<file path="src/rtl/irq_pkg.sv">
package irq_pkg;
  localparam int NUM_GPIO  = 4;
  localparam int NUM_LVL   = 4;
  localparam int NUM_SRC   = NUM_GPIO + NUM_LVL;
  localparam int REG_W     = 16;
  localparam int STAT_LSB  = REG_W - NUM_SRC;
  localparam int ADDR_W    = 2;
  localparam int GMASK_BIT = 2 * NUM_GPIO;

  typedef enum logic [ADDR_W-1:0] {
    RA_STATUS = 2'd0,
    RA_MASK   = 2'd1,
    RA_CTRL   = 2'd2
  } reg_addr_e;
endpackage

</file>
<file path="src/rtl/gpio_edge_filter.sv">
module gpio_edge_filter #(
  parameter int DEB_TICKS = 2
) (
  input  logic clk,
  input  logic rst,
  input  logic tick,
  input  logic pin,
  input  logic fall_sel,
  input  logic both_sel,
  output logic event_o
);
  localparam int CW = $clog2(DEB_TICKS + 1);

  logic          s1, s2, filt, filt_d;
  logic [CW-1:0] cnt;

  always_ff @(posedge clk) begin
    if (rst) begin
      s1     <= 1'b0;
      s2     <= 1'b0;
      filt   <= 1'b0;
      filt_d <= 1'b0;
      cnt    <= '0;
    end else begin
      s1     <= pin;
      s2     <= s1;
      filt_d <= filt;
      if (s2 == filt) begin
        cnt <= '0;
      end else if (tick) begin
        if (cnt == CW'(DEB_TICKS - 1)) begin
          filt <= s2;
          cnt  <= '0;
        end else begin
          cnt <= cnt + 1'b1;
        end
      end
    end
  end

  logic rose, fell;
  assign rose    = filt & ~filt_d;
  assign fell    = ~filt & filt_d;
  assign event_o = (rose & (both_sel | ~fall_sel)) | (fell & (both_sel | fall_sel));

  // the filtered level moves only on a cycle that carried a tick
  a_r8_filter_on_tick: assert property (@(posedge clk) disable iff (rst)
    (filt != $past(filt)) |-> $past(tick));
endmodule

</file>
<file path="src/rtl/irq_status_bank.sv">
module irq_status_bank #(
  parameter int N = 8
) (
  input  logic         clk,
  input  logic         rst,
  input  logic [N-1:0] set_i,
  input  logic         clr_i,
  output logic [N-1:0] status_o
);
  logic [N-1:0] status_q;

  always_ff @(posedge clk) begin
    if (rst) status_q <= '0;
    else     status_q <= (clr_i ? '0 : status_q) | set_i;
  end

  assign status_o = status_q;

  // without a clear, no set bit is lost
  a_r2_sticky: assert property (@(posedge clk) disable iff (rst)
    !clr_i |=> ((status_q & $past(status_q)) == $past(status_q)));
  // a clear with no new events empties the word
  a_r2_clear_on_read: assert property (@(posedge clk) disable iff (rst)
    (clr_i && set_i == '0) |=> (status_q == '0));
  // an event coincident with a clear survives it
  a_r7_no_loss: assert property (@(posedge clk) disable iff (rst)
    clr_i |=> ((status_q & $past(set_i)) == $past(set_i)));
endmodule

</file>
<file path="src/rtl/irq_aggregator.sv">
module irq_aggregator
  import irq_pkg::*;
#(
  parameter int DEB_TICKS = 2
) (
  input  logic                clk,
  input  logic                rst,
  input  logic [ADDR_W-1:0]   reg_addr,
  input  logic                reg_wr,
  input  logic                reg_rd,
  input  logic [REG_W-1:0]    reg_wdata,
  output logic [REG_W-1:0]    reg_rdata,
  input  logic [NUM_GPIO-1:0] gpio_in,
  input  logic                therm_evt,
  input  logic                adc_evt,
  input  logic                touch_evt,
  input  logic                vreg_evt,
  input  logic                slow_tick,
  output logic                irq
);
  logic [NUM_GPIO-1:0] pol_q, both_q, gpio_ev;
  logic [NUM_SRC-1:0]  mask_q, status, src_set;
  logic                gmask_q, irq_q, clr;
  logic [REG_W-1:0]    rdata_q, ctrl_view;

  for (genvar g = 0; g < NUM_GPIO; g++) begin : g_pin
    gpio_edge_filter #(.DEB_TICKS(DEB_TICKS)) u_filt (
      .clk      (clk),
      .rst      (rst),
      .tick     (slow_tick),
      .pin      (gpio_in[g]),
      .fall_sel (pol_q[g]),
      .both_sel (both_q[g]),
      .event_o  (gpio_ev[g])
    );
  end

  assign src_set = {therm_evt, gpio_ev, adc_evt, touch_evt, vreg_evt};
  assign clr     = reg_rd && (reg_addr == RA_STATUS);

  irq_status_bank #(.N(NUM_SRC)) u_bank (
    .clk      (clk),
    .rst      (rst),
    .set_i    (src_set),
    .clr_i    (clr),
    .status_o (status)
  );

  always_comb begin
    ctrl_view                         = '0;
    ctrl_view[NUM_GPIO-1:0]           = pol_q;
    ctrl_view[2*NUM_GPIO-1:NUM_GPIO]  = both_q;
    ctrl_view[GMASK_BIT]              = gmask_q;
  end

  always_ff @(posedge clk) begin
    if (rst) begin
      mask_q  <= '0;
      pol_q   <= '0;
      both_q  <= '0;
      gmask_q <= 1'b1;
      rdata_q <= '0;
      irq_q   <= 1'b0;
    end else begin
      if (reg_wr) begin
        case (reg_addr)
          RA_MASK: mask_q <= reg_wdata[REG_W-1:STAT_LSB];
          RA_CTRL: begin
            pol_q   <= reg_wdata[NUM_GPIO-1:0];
            both_q  <= reg_wdata[2*NUM_GPIO-1:NUM_GPIO];
            gmask_q <= reg_wdata[GMASK_BIT];
          end
          default: ;
        endcase
      end
      if (reg_rd) begin
        case (reg_addr)
          RA_STATUS: rdata_q <= {status, {STAT_LSB{1'b0}}};
          RA_MASK:   rdata_q <= {mask_q, {STAT_LSB{1'b0}}};
          RA_CTRL:   rdata_q <= ctrl_view;
          default:   rdata_q <= '0;
        endcase
      end
      irq_q <= ~gmask_q & (|(status & ~mask_q));
    end
  end

  assign reg_rdata = rdata_q;
  assign irq       = irq_q;

  // global mask holds the request line low
  a_r5_gmask_blocks: assert property (@(posedge clk) disable iff (rst)
    gmask_q |=> !irq);
  // with every pending bit masked the line stays quiet
  a_r3_masked_quiet: assert property (@(posedge clk) disable iff (rst)
    ((status & ~mask_q) == '0) |=> !irq);
  // an unmasked pending bit raises the line one cycle later
  a_r4_irq_follows: assert property (@(posedge clk) disable iff (rst)
    (!gmask_q && (status & ~mask_q) != '0) |=> irq);
  // a status write alone never sets or clears bits
  a_r10_status_write_inert: assert property (@(posedge clk) disable iff (rst)
    (reg_wr && !reg_rd && reg_addr == RA_STATUS && src_set == '0) |=> $stable(status));
endmodule

</file>
<file path="config.mk">
export PLATFORM = sky130hd
export DESIGN_NAME = irq_aggregator
export DESIGN_NICKNAME = d
export VERILOG_FILES = /design/src/rtl/irq_pkg.sv /design/src/rtl/gpio_edge_filter.sv /design/src/rtl/irq_status_bank.sv /design/src/rtl/irq_aggregator.sv
export SDC_FILE = /design/constraint.sdc
export NUM_CORES = 1
export LEC_CHECK = 0
export ABC_CLOCK_PERIOD_IN_PS = 1020
export BUFFER_PORTS_ARGS = -buffer_cell sky130_fd_sc_hd__buf_2
export CORE_ASPECT_RATIO = 1.25
export CORE_MARGIN = 4
export CORE_UTILIZATION = 49
export DETAILED_ROUTE_END_ITERATION = 12
export PLACE_DENSITY_LB_ADDON = 0.05
export SLEW_MARGIN = 25
export SYNTH_ARGS = -nofsm -noshare
export SYNTH_HDL_FRONTEND = slang
export SYNTH_SLANG_ARGS = --single-unit
</file>
<file path="constraint.sdc">
create_clock -name clk -period 1.02 [get_ports clk]
set_input_delay 0.204 -clock clk [delete_from_list [all_inputs] [get_ports clk]]
set_output_delay 0.204 -clock clk [all_outputs]
set_load 0.02 [all_outputs]
</file>
# Word level (Yosys, flattened, before mapping)
# Index checks and enable logic that the tools add are counted.
dict set report word_totals {
  reg_bits 66
  in_bits 31
  out_inout_bits 17
  word_cells 109
}
dict set report op_classes {
  add_sub_neg 4
  eq_ne 10
  n_mux 6
  n_bitwise 49
  n_reduce_logical 13
}
# op n
set ops {}
lappend ops {{one-hot mux 16 bit (3 select lines)} 1}
lappend ops {{AND 1 bit} 17}
lappend ops {{NOT 1 bit} 17}
lappend ops {{bitwise OR 1 bit} 12}
lappend ops {{AND reduction 3 bit} 4}
lappend ops {{== test 2 x 1 -> 1 bit (second input constant)} 5}
lappend ops {{adder 2 x 1 -> 2 bit (second input constant)} 4}
lappend ops {{AND 8 bit} 1}
lappend ops {{2-to-1 mux 2 bit} 4}
lappend ops {{2-to-1 mux 8 bit} 1}
lappend ops {{NOT 8 bit} 1}
lappend ops {{bitwise OR 8 bit} 1}
lappend ops {{OR reduction 2 bit} 4}
lappend ops {{OR reduction 8 bit} 1}
lappend ops {{== test 1 bit} 4}
lappend ops {{AND reduction 2 bit} 2}
lappend ops {{== test 2 bit (second input constant)} 1}
lappend ops {{zero test 2 bit} 1}
lappend ops {{logical AND 1 bit} 1}

# Depth between registers and ports, before layout
# Gate-level depths: netlist of run 1.
dict set report depth {
  word_depth 5
  depth_mapped 5
  depth_no_buf 3
}

# By module
# From an unflattened synthesis of run 1, not the netlist that was laid out.
dict set report unflattened {
  cells_unflattened 281
  hier_area_um2 2767.7
}
# mod n_inst cells_per_inst area_each_um2 seq_area_each_um2
set by_module_without_submodules {}
lappend by_module_without_submodules {irq_aggregator 1 164 1522.7 680.7}
lappend by_module_without_submodules {gpio_edge_filter 4 21 235.2 120.1}
lappend by_module_without_submodules {irq_status_bank 1 33 304.0 160.2}

# Worst setup path before layout of run 1
# Ideal clock, no wire load.
dict set report synth_timing {
  path_type {input-to-reg}
  start {input reg_addr[0]}
  end {register mask_q[7]}
  setup_ns 0.128
  t_arrival_ns 0.893
  t_required_ns 0.892
  slack_ns -0.001
  path_stages 5
  n_path_buf 2
  path_cell_list {buf_2 > nand3b_1 > buf_2 > mux2i_1 > nor2_1}
}
dict set report synth_between {
  elab_chain_cells 2
}
# item line_no
set synth_rtl {}
lappend synth_rtl {{start, declared} irq_aggregator.sv:8} ;# input logic [ADDR_W-1:0] reg_addr,
lappend synth_rtl {{== test 2 x 1 -> 1 bit} irq_aggregator.sv:66} ;# case (reg_addr)
lappend synth_rtl {{AND reduction 2 bit (no source line)} --}
lappend synth_rtl {{end signal, assigned} irq_aggregator.sv:67} ;# RA_MASK: mask_q <= reg_wdata[REG_W-1:STAT_LSB];
lappend synth_rtl {{end, declared} irq_aggregator.sv:22} ;# logic [NUM_SRC-1:0] mask_q, status, src_set;
# No other way between the ends.
# A chain may end at the register's enable or synchronous reset.

# Worst setup path after layout of run 1
dict set report layout_timing {
  start {register irq_q (netlist: irq)}
  end {output irq}
}
# item line_no
set layout_rtl {}
lappend layout_rtl {{start, declared} irq_aggregator.sv:23} ;# logic gmask_q, irq_q, clr;
lappend layout_rtl {{start signal, assigned} irq_aggregator.sv:84} ;# irq_q <= ~gmask_q & (|(status & ~mask_q));
lappend layout_rtl {{end, declared} irq_aggregator.sv:19} ;# output logic irq
# No word-level cell between the ends.

==> results of run 1 <==
## worst paths after layout
check / endpoint / depth (start not counted)
setup / recovery: irq / 1
hold / removal: g_pin[3].u_filt.s1$_SDFF_PP0_ / 2
hold reg to reg: g_pin[3].u_filt.s2$_SDFF_PP0_ / 1
setup reg to reg: irq$_SDFF_PP0_ / 3
## placed cells by master, fill, tap and decap left out, drive strengths merged
cell type  instances
xnor2              8
dfxtp             66
mux2               7
inv                8
clkinv             3
bufinv             1
a21oi             35
or3b               1
a2bb2oi            2
nand2             20
nand3b             3
and3               1
o41a               1
nand2b            10
xor2               4
clkbuf            11
a211o              1
nor2b             19
buf               66
o211a              1
nor2              21
nand4b             4
nand3             16
clkinvlp           1
and2b              4
o22ai              4
mux2i              9
o21ai              8
nor3               9
## logic make-up (layout without fill, tap and decap cells)
kind of cell,after synthesis,count (layout),synth area share [%]
xor gates and xnor gates,12,12,4.09
buffers and inverters,25,90,4.33
DFF,66,66,51.4
and+or+nand+nor,108,108,21.9
AOI/OAI and AO/OA,52,52,11.8
muxes,16,16,6.57
## flip-flops by register name, summed over array words and instances, names as in the netlist
register	flops
reg_rdata	16
g_pin.u_filt.cnt	8
mask_q	8
u_bank.status_o	8
both_q	4
g_pin.u_filt.filt	4
g_pin.u_filt.filt_d	4
g_pin.u_filt.s1	4
g_pin.u_filt.s2	4
pol_q	4
gmask_q	1
irq	1
## cell usage after synthesis, drive strengths merged, types with 7 or more instances
cell | number | area share (%)
inv | 8 | 1.2
nor3 | 9 | 1.8
buf | 9 | 2.0
xnor2 | 8 | 2.7
a21oi | 35 | 7.4
clkbuf | 8 | 1.2
nand2 | 20 | 2.9
nor2 | 21 | 3.1
nor2b | 19 | 4.6
o21ai | 8 | 1.6
dfxtp | 66 | 51
nand2b | 10 | 2.4
nand3 | 16 | 3.1
mux2 | 7 | 3.1
mux2i | 9 | 3.5
## stage by stage
step	hold slack, ps	util (%)	area [um^2]
after CTS	70.9	63.7	3240
final	83.1	65.3	3320
after global placement	413	58.3	2960
after detailed placement	421	58.3	2960
after global routing	85.7	65.3	3320
after floorplan	315	-	2570
## routing by layer
metal  vias up  routed length (um)  share of wire, %  global-route usage [%]
li1       1062                   -                 -                       -
met1       923                2500                46                    23.1
met2        35                2620                48                    30.5
met3        13                 220               4.0                    3.15
met4         0                 116               2.1                    9.90
met5         -                   0                 0                       0
## where the power goes
group          switching [mW]  internal [mW]  total [mW]
clock network           0.946           1.25        2.19
logic                   0.203          0.208       0.411
registers              0.0448           2.64        2.69
## repair_timing
| action | in CTS | in global routing |
|---|---|---|
| endpoints found under the setup margin | 17 | 15 |
| resized for setup | 30 | 33 |
| pin swaps | 1 | 1 |
| buffers inserted | 0 | 1 |
## final cells by class
| class | count | share of cell area (%) |
|---|---|---|
| clock inverters | 5 | 1.58 |
| repair buffers | 66 | 15.2 |
| clock buffers | 11 | 4.56 |
| well taps | 62 | 2.34 |
| flip-flops and latches | 66 | 40.7 |
| inverters | 8 | 0.905 |
| multi-input cells | 188 | 34.7 |
==> results.cfg, run 1 <==
[status]
status = finished, final reports clean

[timing]
period_minus_slack_ps = 993
setup_viol = 0
finClkSkew_ps = 7.80
worst_pin_slew_ps = 370
slew_viol_final = 0
fin_ws_ps = 27.1
rsz0062_at_grt = true
final.setup.tns_ps = 0
timing.fmax_ghz = 1.01
hold_viol = 0
timing.final.crit_share_pct = 97.3
slew_headroom_pct = 75.3

[clock_network]
h-tree-depth = 3
clk_pin_slew_worst_paths_ps = 70
cts_num_sinks = 66
cts_tree = done
clk_latency_ps = 330
cts_made_buffers = 9
clockBufferDepth = 2
ctsHoldBuffers = 0
clockRootBuffer = clkbuf_8

[floorplanning]
initial_core_util_pct = 50.6
die_y_um = 89.0
chipWidth_um = 72.8
core_mm2 = 0.00508
top_level_ports = 48
rows = 29
die_area_mm2 = 0.00648

[synth]
synth_warnings = 0
synth.distinct_cells = 29
synth_edf_count = 0
synthCells = 279
ys_ff_latch = 66
avgSynthCellArea_um2 = 9.22
ys.flop_type = dfxtp_1
syn-num-nets = 310
ys_seq_area_share_pct = 51.4
async_flop_share_pct = 0
syn_area_mm2 = 0.00257

[critical_path]
required_ps = 820
slowest_delay_ps = 300
critPathTopFamily = flip-flops
path_cells = buf_2
cp_max_fo = 1
critPathKind = register to output port
cp-end-kind = output port
start_kind = register
worst_path_max_delay_cell = dfxtp_1
arrival_ps = 790
timing.critical_path.buf_inv = 1
ff2ff_setup_slack_ps = 30
worstReg2RegStart = u_bank.status_o[0]$_SDFF_PP0_
crit_start = irq$_SDFF_PP0_

[final_layout]
stdcell_count = 406
final_nets = 370
area_delta_synth_final_pct = 29.0
final_layout_size_suffix_gt1_share_pct = 35.5
n_fill_cell = 447
multiInputGateArea_mm2 = 0.00115
n_antenna_cell = 0
seq_area_mm2 = 0.00135

[drt]
ant_nets = 0
drc = 0
via_count = 2033
wl_um = 5460
wl_per_cell_um = 13.4
drt_iter0_markers = 158
drtPass1Iterations = 4
viasPerCell = 5.01

[placed_design]
hpwlAfterDp_um = 3970
io_buffers = 47
globalplace.congestion = 0.759
pre_cts_slack_ps = -203
dp_cells = 389

[global_route]
grtUsageTotal_pct = 18.5
grt_max_degree = 23
grt-ovfl-total = 0
grt_antenna_before_repair = 0
grt_pass1_wl_um = 9320
grt_pass1_vias = 2004

[power_and_ir_drop]
power_density_mw_per_mm2 = 1600
finalPower_mw = 5.29
leakage_nw = 1.39
ir_drop_mv = 1.64

[min_path]
hp-class = input port to register
worstHoldStart = gpio_in[3]

[job]
drv_cap = 0
Power figures use the tool's default switching activity.
==> inputs of run 2 (changes only) <==
--- a/config.mk
+++ b/config.mk
@@ -5,11 +5,11 @@
 export SDC_FILE = /design/constraint.sdc
 export NUM_CORES = 1
 export LEC_CHECK = 0
-export ABC_CLOCK_PERIOD_IN_PS = 1020
+export ABC_CLOCK_PERIOD_IN_PS = 1100
 export BUFFER_PORTS_ARGS = -buffer_cell sky130_fd_sc_hd__buf_2
 export CORE_ASPECT_RATIO = 1.25
 export CORE_MARGIN = 4
-export CORE_UTILIZATION = 49
+export CORE_UTILIZATION = 54
 export DETAILED_ROUTE_END_ITERATION = 12
 export PLACE_DENSITY_LB_ADDON = 0.05
 export SLEW_MARGIN = 25
==> constraint.sdc (replaced) <==
create_clock -name clk -period 1.1 [get_ports clk]
set_input_delay 0.22 -clock clk [delete_from_list [all_inputs] [get_ports clk]]
set_output_delay 0.22 -clock clk [all_outputs]
set_load 0.02 [all_outputs]
==> run 2 against run 1 <==
First-iteration DRC count decreased by 44%. Register-to-register slack improved by 90 ps. Non-clock buffer count is the same. Clock skew decreased by 2.4 ps. Die area shrank 8.4%. Total power fell by 10%. Cell count fell by 0.99%. Worst hold slack improved by 8.7 ps. Critical path type unchanged.
==> results.cfg, run 2 (synthesis results as in run 1) <==
[placed_design]
globalplace.congestion = 0.747
dp_cells = 386
io_buffers = 47
pre_cts_slack_ps = -85.6
hpwlAfterDp_um = 3810

[final_layout]
area_delta_synth_final_pct = 22.9
final_core_util_pct = 70.3
largest_reg_flops = 16
final_layout_size_suffix_gt1_share_pct = 27.3
final_common_cell = dfxtp_1
final_nets = 370
final_cell_mix = 65 x dfxtp_1, 41 x buf_2, 31 x a21oi_1
stdcell_count = 402
n_antenna_cell = 0
n_fill_cell = 388

[clock_network]
cts_made_buffers = 9
clockRootBuffer = clkbuf_8
cts_num_sinks = 66
h-tree-depth = 3
clk_latency_ps = 340
cts_tree = done
clockBufferDepth = 2
clk_pin_slew_worst_paths_ps = 70

[floorplanning]
core_mm2 = 0.00449
initial_core_util_pct = 57.3
rows = 27
top_level_ports = 48
die_y_um = 85.2
die_area_mm2 = 0.00594
chipWidth_um = 69.7

[power_and_ir_drop]
ir_drop_mv = 1.29
p_clk_share_pct = 39.8
seqPwrFrac_pct = 52.5
p_int_mw = 3.62
power_density_mw_per_mm2 = 1500
swShare_pct = 23.6
p_comb_share_pct = 7.7
leakage_nw = 1.35
p_switching_mw = 1.12

[critical_path]
critPathKind = register to output port
crit_start = reg_rdata[13]$_SDFFE_PP0P_
cp-end-kind = output port
cp_max_fo = 2
critPathTopFamily = flip-flops
required_ps = 880
worst_path_max_delay_cell = dfxtp_1
slowest_delay_ps = 340
start_kind = register
worstReg2RegStart = u_bank.status_o[7]$_SDFF_PP0_
path_cells = buf_2
arrival_ps = 840
timing.critical_path.buf_inv = 1

[global_route]
grt-ovfl-total = 0
grtUsageTotal_pct = 18.9
grt_max_degree = 26
grt_pass1_vias = 2005
grt_antenna_before_repair = 0
grt_pass1_wl_um = 8940

[drt]
ant_nets = 0
wl_per_cell_um = 13.3
drc = 0
via_count = 2079
wl_um = 5340
drtPass1Iterations = 4
drt_iter0_markers = 89
viasPerCell = 5.17

[timing]
finClkSkew_ps = 5.36
period_minus_slack_ps = 1060
slew_headroom_pct = 83.5
setup_viol = 0
hold_viol = 0
slew_viol_final = 0
rsz0062_at_grt = false
timing.final.crit_share_pct = 96.1
timing.fmax_ghz = 0.946
worst_pin_slew_ps = 247
fin_ws_ps = 43.3
whs_ps = 91.8
final.setup.tns_ps = 0

[status]
status = finished, final reports clean

[min_path]
worstHoldStart = gpio_in[0]
hp-class = input port to register

[job]
drv_cap = 0
-- run 2: power by group through the flow --
| stage | combinational (mW) | sequential [mW] | clock (mW) |
|---|---|---|---|
| 2_1_floorplan | 0.205 | 2.54 | 0 |
| 3_3_place_gp | 0.362 | 2.54 | 0 |
| 3_5_place_dp | 0.366 | 2.54 | 0 |
| 4_1_cts | 0.368 | 2.49 | 1.93 |
| 5_1_grt | 0.405 | 2.49 | 2.05 |
| 6_report | 0.365 | 2.49 | 1.89 |
-- run 2: area by class of cell --
cell class              instances  area [um^2]  share of cell area (%)
clock inverters                 4         25.0                   0.792
well taps                      58         72.6                    2.30
multi-input cells             188         1140                    36.1
repair buffers                 66          405                    12.8
clock buffers                  12          165                    5.23
inverters                       8         30.0                   0.950
flip-flops and latches         66         1320                    41.8
-- run 2: final timing paths --
kind,cells after the start,end,slack (ps)
min,2,g_pin[0].u_filt.s1$_SDFF_PP0_,90
max,1,reg_rdata[13],40
min reg2reg,1,g_pin[2].u_filt.s2$_SDFF_PP0_,440
max reg2reg,3,irq$_SDFF_PP0_,120
-- run 2: layer usage --
layer | wire (um) | global-route usage (%) | vias to the layer above
met3 | 241 | 5.21 | 5
met5 | 0 | 0 | -
met4 | 75 | 8.36 | 0
met2 | 2580 | 32.2 | 39
met1 | 2440 | 22.2 | 976
li1 | - | - | 1059
-- run 2: what timing repair did --
item / in CTS / in global routing
buffers inserted: 0 / 0
pin swaps: 0 / 0
endpoints found under the setup margin: 1 / 6
gates resized for setup: 1 / 6
hold buffers: 0 / 0
cloned: 0 / 0
-- run 2: stage by stage --
| step | instance area [um^2] | total power [mW] |
|---|---|---|
| 2_1_floorplan | 2570 | 2.75 |
| 3_3_place_gp | 2950 | 2.90 |
| 3_5_place_dp | 2950 | 2.91 |
| 4_1_cts | 3150 | 4.79 |
| 5_1_grt | 3160 | 4.95 |
| 6_report | 3160 | 4.74 |
==> inputs of run 3 (changes only) <==
--- a/config.mk
+++ b/config.mk
@@ -9,10 +9,12 @@
 export BUFFER_PORTS_ARGS = -buffer_cell sky130_fd_sc_hd__buf_2
 export CORE_ASPECT_RATIO = 1.25
 export CORE_MARGIN = 4
-export CORE_UTILIZATION = 54
+export CORE_UTILIZATION = 55
 export DETAILED_ROUTE_END_ITERATION = 12
+export MAX_ROUTING_LAYER = met4
 export PLACE_DENSITY_LB_ADDON = 0.05
 export SLEW_MARGIN = 25
 export SYNTH_ARGS = -nofsm -noshare
 export SYNTH_HDL_FRONTEND = slang
+export SYNTH_HIERARCHICAL = 1
 export SYNTH_SLANG_ARGS = --single-unit
==> run 3 against run 2 <==
First-iteration DRC count decreased by 16%. Sequential power barely moved. Register-to-register slack worse by 20 ps. Flip-flop and latch count unchanged. Wire length down 2.4%.
==> results.cfg, run 3 <==
[clock_network]
cts_tree = done
cts_setup_buffers = 0
ctsHoldBuffers = 0
clockRootBuffer = clkbuf_8
h-tree-depth = 3
clk_latency_ps = 330
clk_pin_slew_worst_paths_ps = 70
cts_num_sinks = 66
cts_made_buffers = 9
clockBufferDepth = 2

[final_layout]
final_core_util_pct = 68.0
final_nets = 367
stdcell_count = 401
n_antenna_cell = 0
final_cell_mix = 66 x dfxtp_1, 46 x buf_2, 26 x a21oi_1
final_common_cell = dfxtp_1
n_fill_cell = 394
area_delta_synth_final_pct = 17.9
largest_reg_flops = 16
fin_area_mm2 = 0.00326
final_layout_size_suffix_gt1_share_pct = 30.8

[timing]
rsz0062_at_grt = false
period_minus_slack_ps = 1050
timing.fmax_ghz = 0.949
final.setup.tns_ps = 0
finClkSkew_ps = 8.02
whs_ps = 99.1
hold_viol = 0
slew_headroom_pct = 71.9
fin_ws_ps = 46.4
worst_pin_slew_ps = 421
slew_viol_final = 0
setup_viol = 0
timing.final.crit_share_pct = 95.8

[placed_design]
postPlaceCellArea_mm2 = 0.00308
hpwlAfterDp_um = 3690
globalplace.congestion = 0.758
io_buffers = 47
pre_cts_slack_ps = -189
dp_cells = 385

[critical_path]
critPathKind = register to output port
start_kind = register
arrival_ps = 830
cp-end-kind = output port
required_ps = 880
cp_max_fo = 2
path_cells = buf_2
slowest_delay_ps = 330
timing.critical_path.buf_inv = 1
critPathTopFamily = flip-flops
worst_path_max_delay_cell = dfxtp_1

[drt]
via_count = 2029
viasPerCell = 5.06
wl_um = 5210
drc = 0
drt_iter0_markers = 75
wl_per_cell_um = 13.0
drtPass1Iterations = 4
ant_nets = 0

[status]
status = finished, final reports clean

[synth]
synth_top_area_cell = dfxtp_1
ys_ff_latch = 66
ys_top_cells_by_area = dfxtp_1 48%, nor2b_1 5.4%, a21oi_1 4.7%
synth.distinct_cells = 35
synth_warnings = 6
synthCells = 281
synth_top_area_share_pct = 47.7
avgSynthCellArea_um2 = 9.85
synth.most_common_cell = dfxtp_1
ys_seq_area_share_pct = 47.7
syn-num-nets = 312
syn_area_mm2 = 0.00277
ys.flop_type = dfxtp_1
synth_edf_count = 0
ys_top_cells_by_count = 66 x dfxtp_1, 26 x a21oi_1, 24 x nor2b_1
async_flop_share_pct = 0

[global_route]
met3_usage_pct = 3.46
grt_pass1_vias = 1882
grt_pass1_wl_um = 8700
grt-ovfl-total = 0
grt_antenna_before_repair = 0
grt-busiest-layer = met2
grt_max_degree = 39
use_met2_pct = 27.7
grtUsageTotal_pct = 18.5
grt_use_met1_pct = 23.3

[power_and_ir_drop]
ir_drop_mv = 0.853
finalPower_mw = 4.72
power_density_mw_per_mm2 = 1450
leakage_nw = 1.36

[floorplanning]
die_y_um = 87.3
rows = 28
top_level_ports = 48
die_area_mm2 = 0.00624
initial_core_util_pct = 57.7
core_mm2 = 0.00480
chipWidth_um = 71.5

[job]
drv_cap = 0

[min_path]
hp-class = input port to register
## run 3: kinds of logic after synthesis
group	share of synthesized area [%]
simple gates	23.0
flops	47.7
compound gates	12.3
buf+inv	6.19
mux	8.27
xor+xnor	2.53
## run 3: cell type report
type	instances	area [um^2]	area share, %
inverters	20	75.1	2.30
clock inverters	2	10.0	0.307
clock buffers	14	173	5.29
flip-flops and latches	66	1320	40.5
repair buffers	57	325	9.97
multi-input cells	182	1280	39.3
well taps	60	75.1	2.30
## run 3: worst paths after layout
kind / start / endpoint / slack, ps / cells past startpoint
worst max register to register: u_bank/status_o[6]$_SDFF_PP0_ / irq$_SDFF_PP0_ / 100 / 3
worst min register to register: g_pin[1].u_filt/s1$_SDFF_PP0_ / g_pin[1].u_filt/s2$_SDFF_PP0_ / 440 / 1
worst max-delay path: reg_rdata[12]$_SDFFE_PP0P_ / reg_rdata[12] / 50 / 1
worst min-delay path: gpio_in[1] / g_pin[1].u_filt/s1$_SDFF_PP0_ / 100 / 2
## run 3: repair_timing
item,4_1_cts,5_1_grt
setup endpoints to repair,0,1
resized for setup,0,1
hold endpoints to repair,0,0
## run 3: where the power goes
part	switching (mW)	internal, mW	total, mW
Sequential	0.0421	2.45	2.49
Combinational	0.194	0.174	0.369
Clock	0.868	0.998	1.87
Total	1.10	3.62	4.72
## run 3: metal layers
layer  up-vias  share of wire [%]
met5         -                  0
met4         0                1.9
met3         8                4.2
met2        36                 45
met1       937                 48
li1       1048                  -
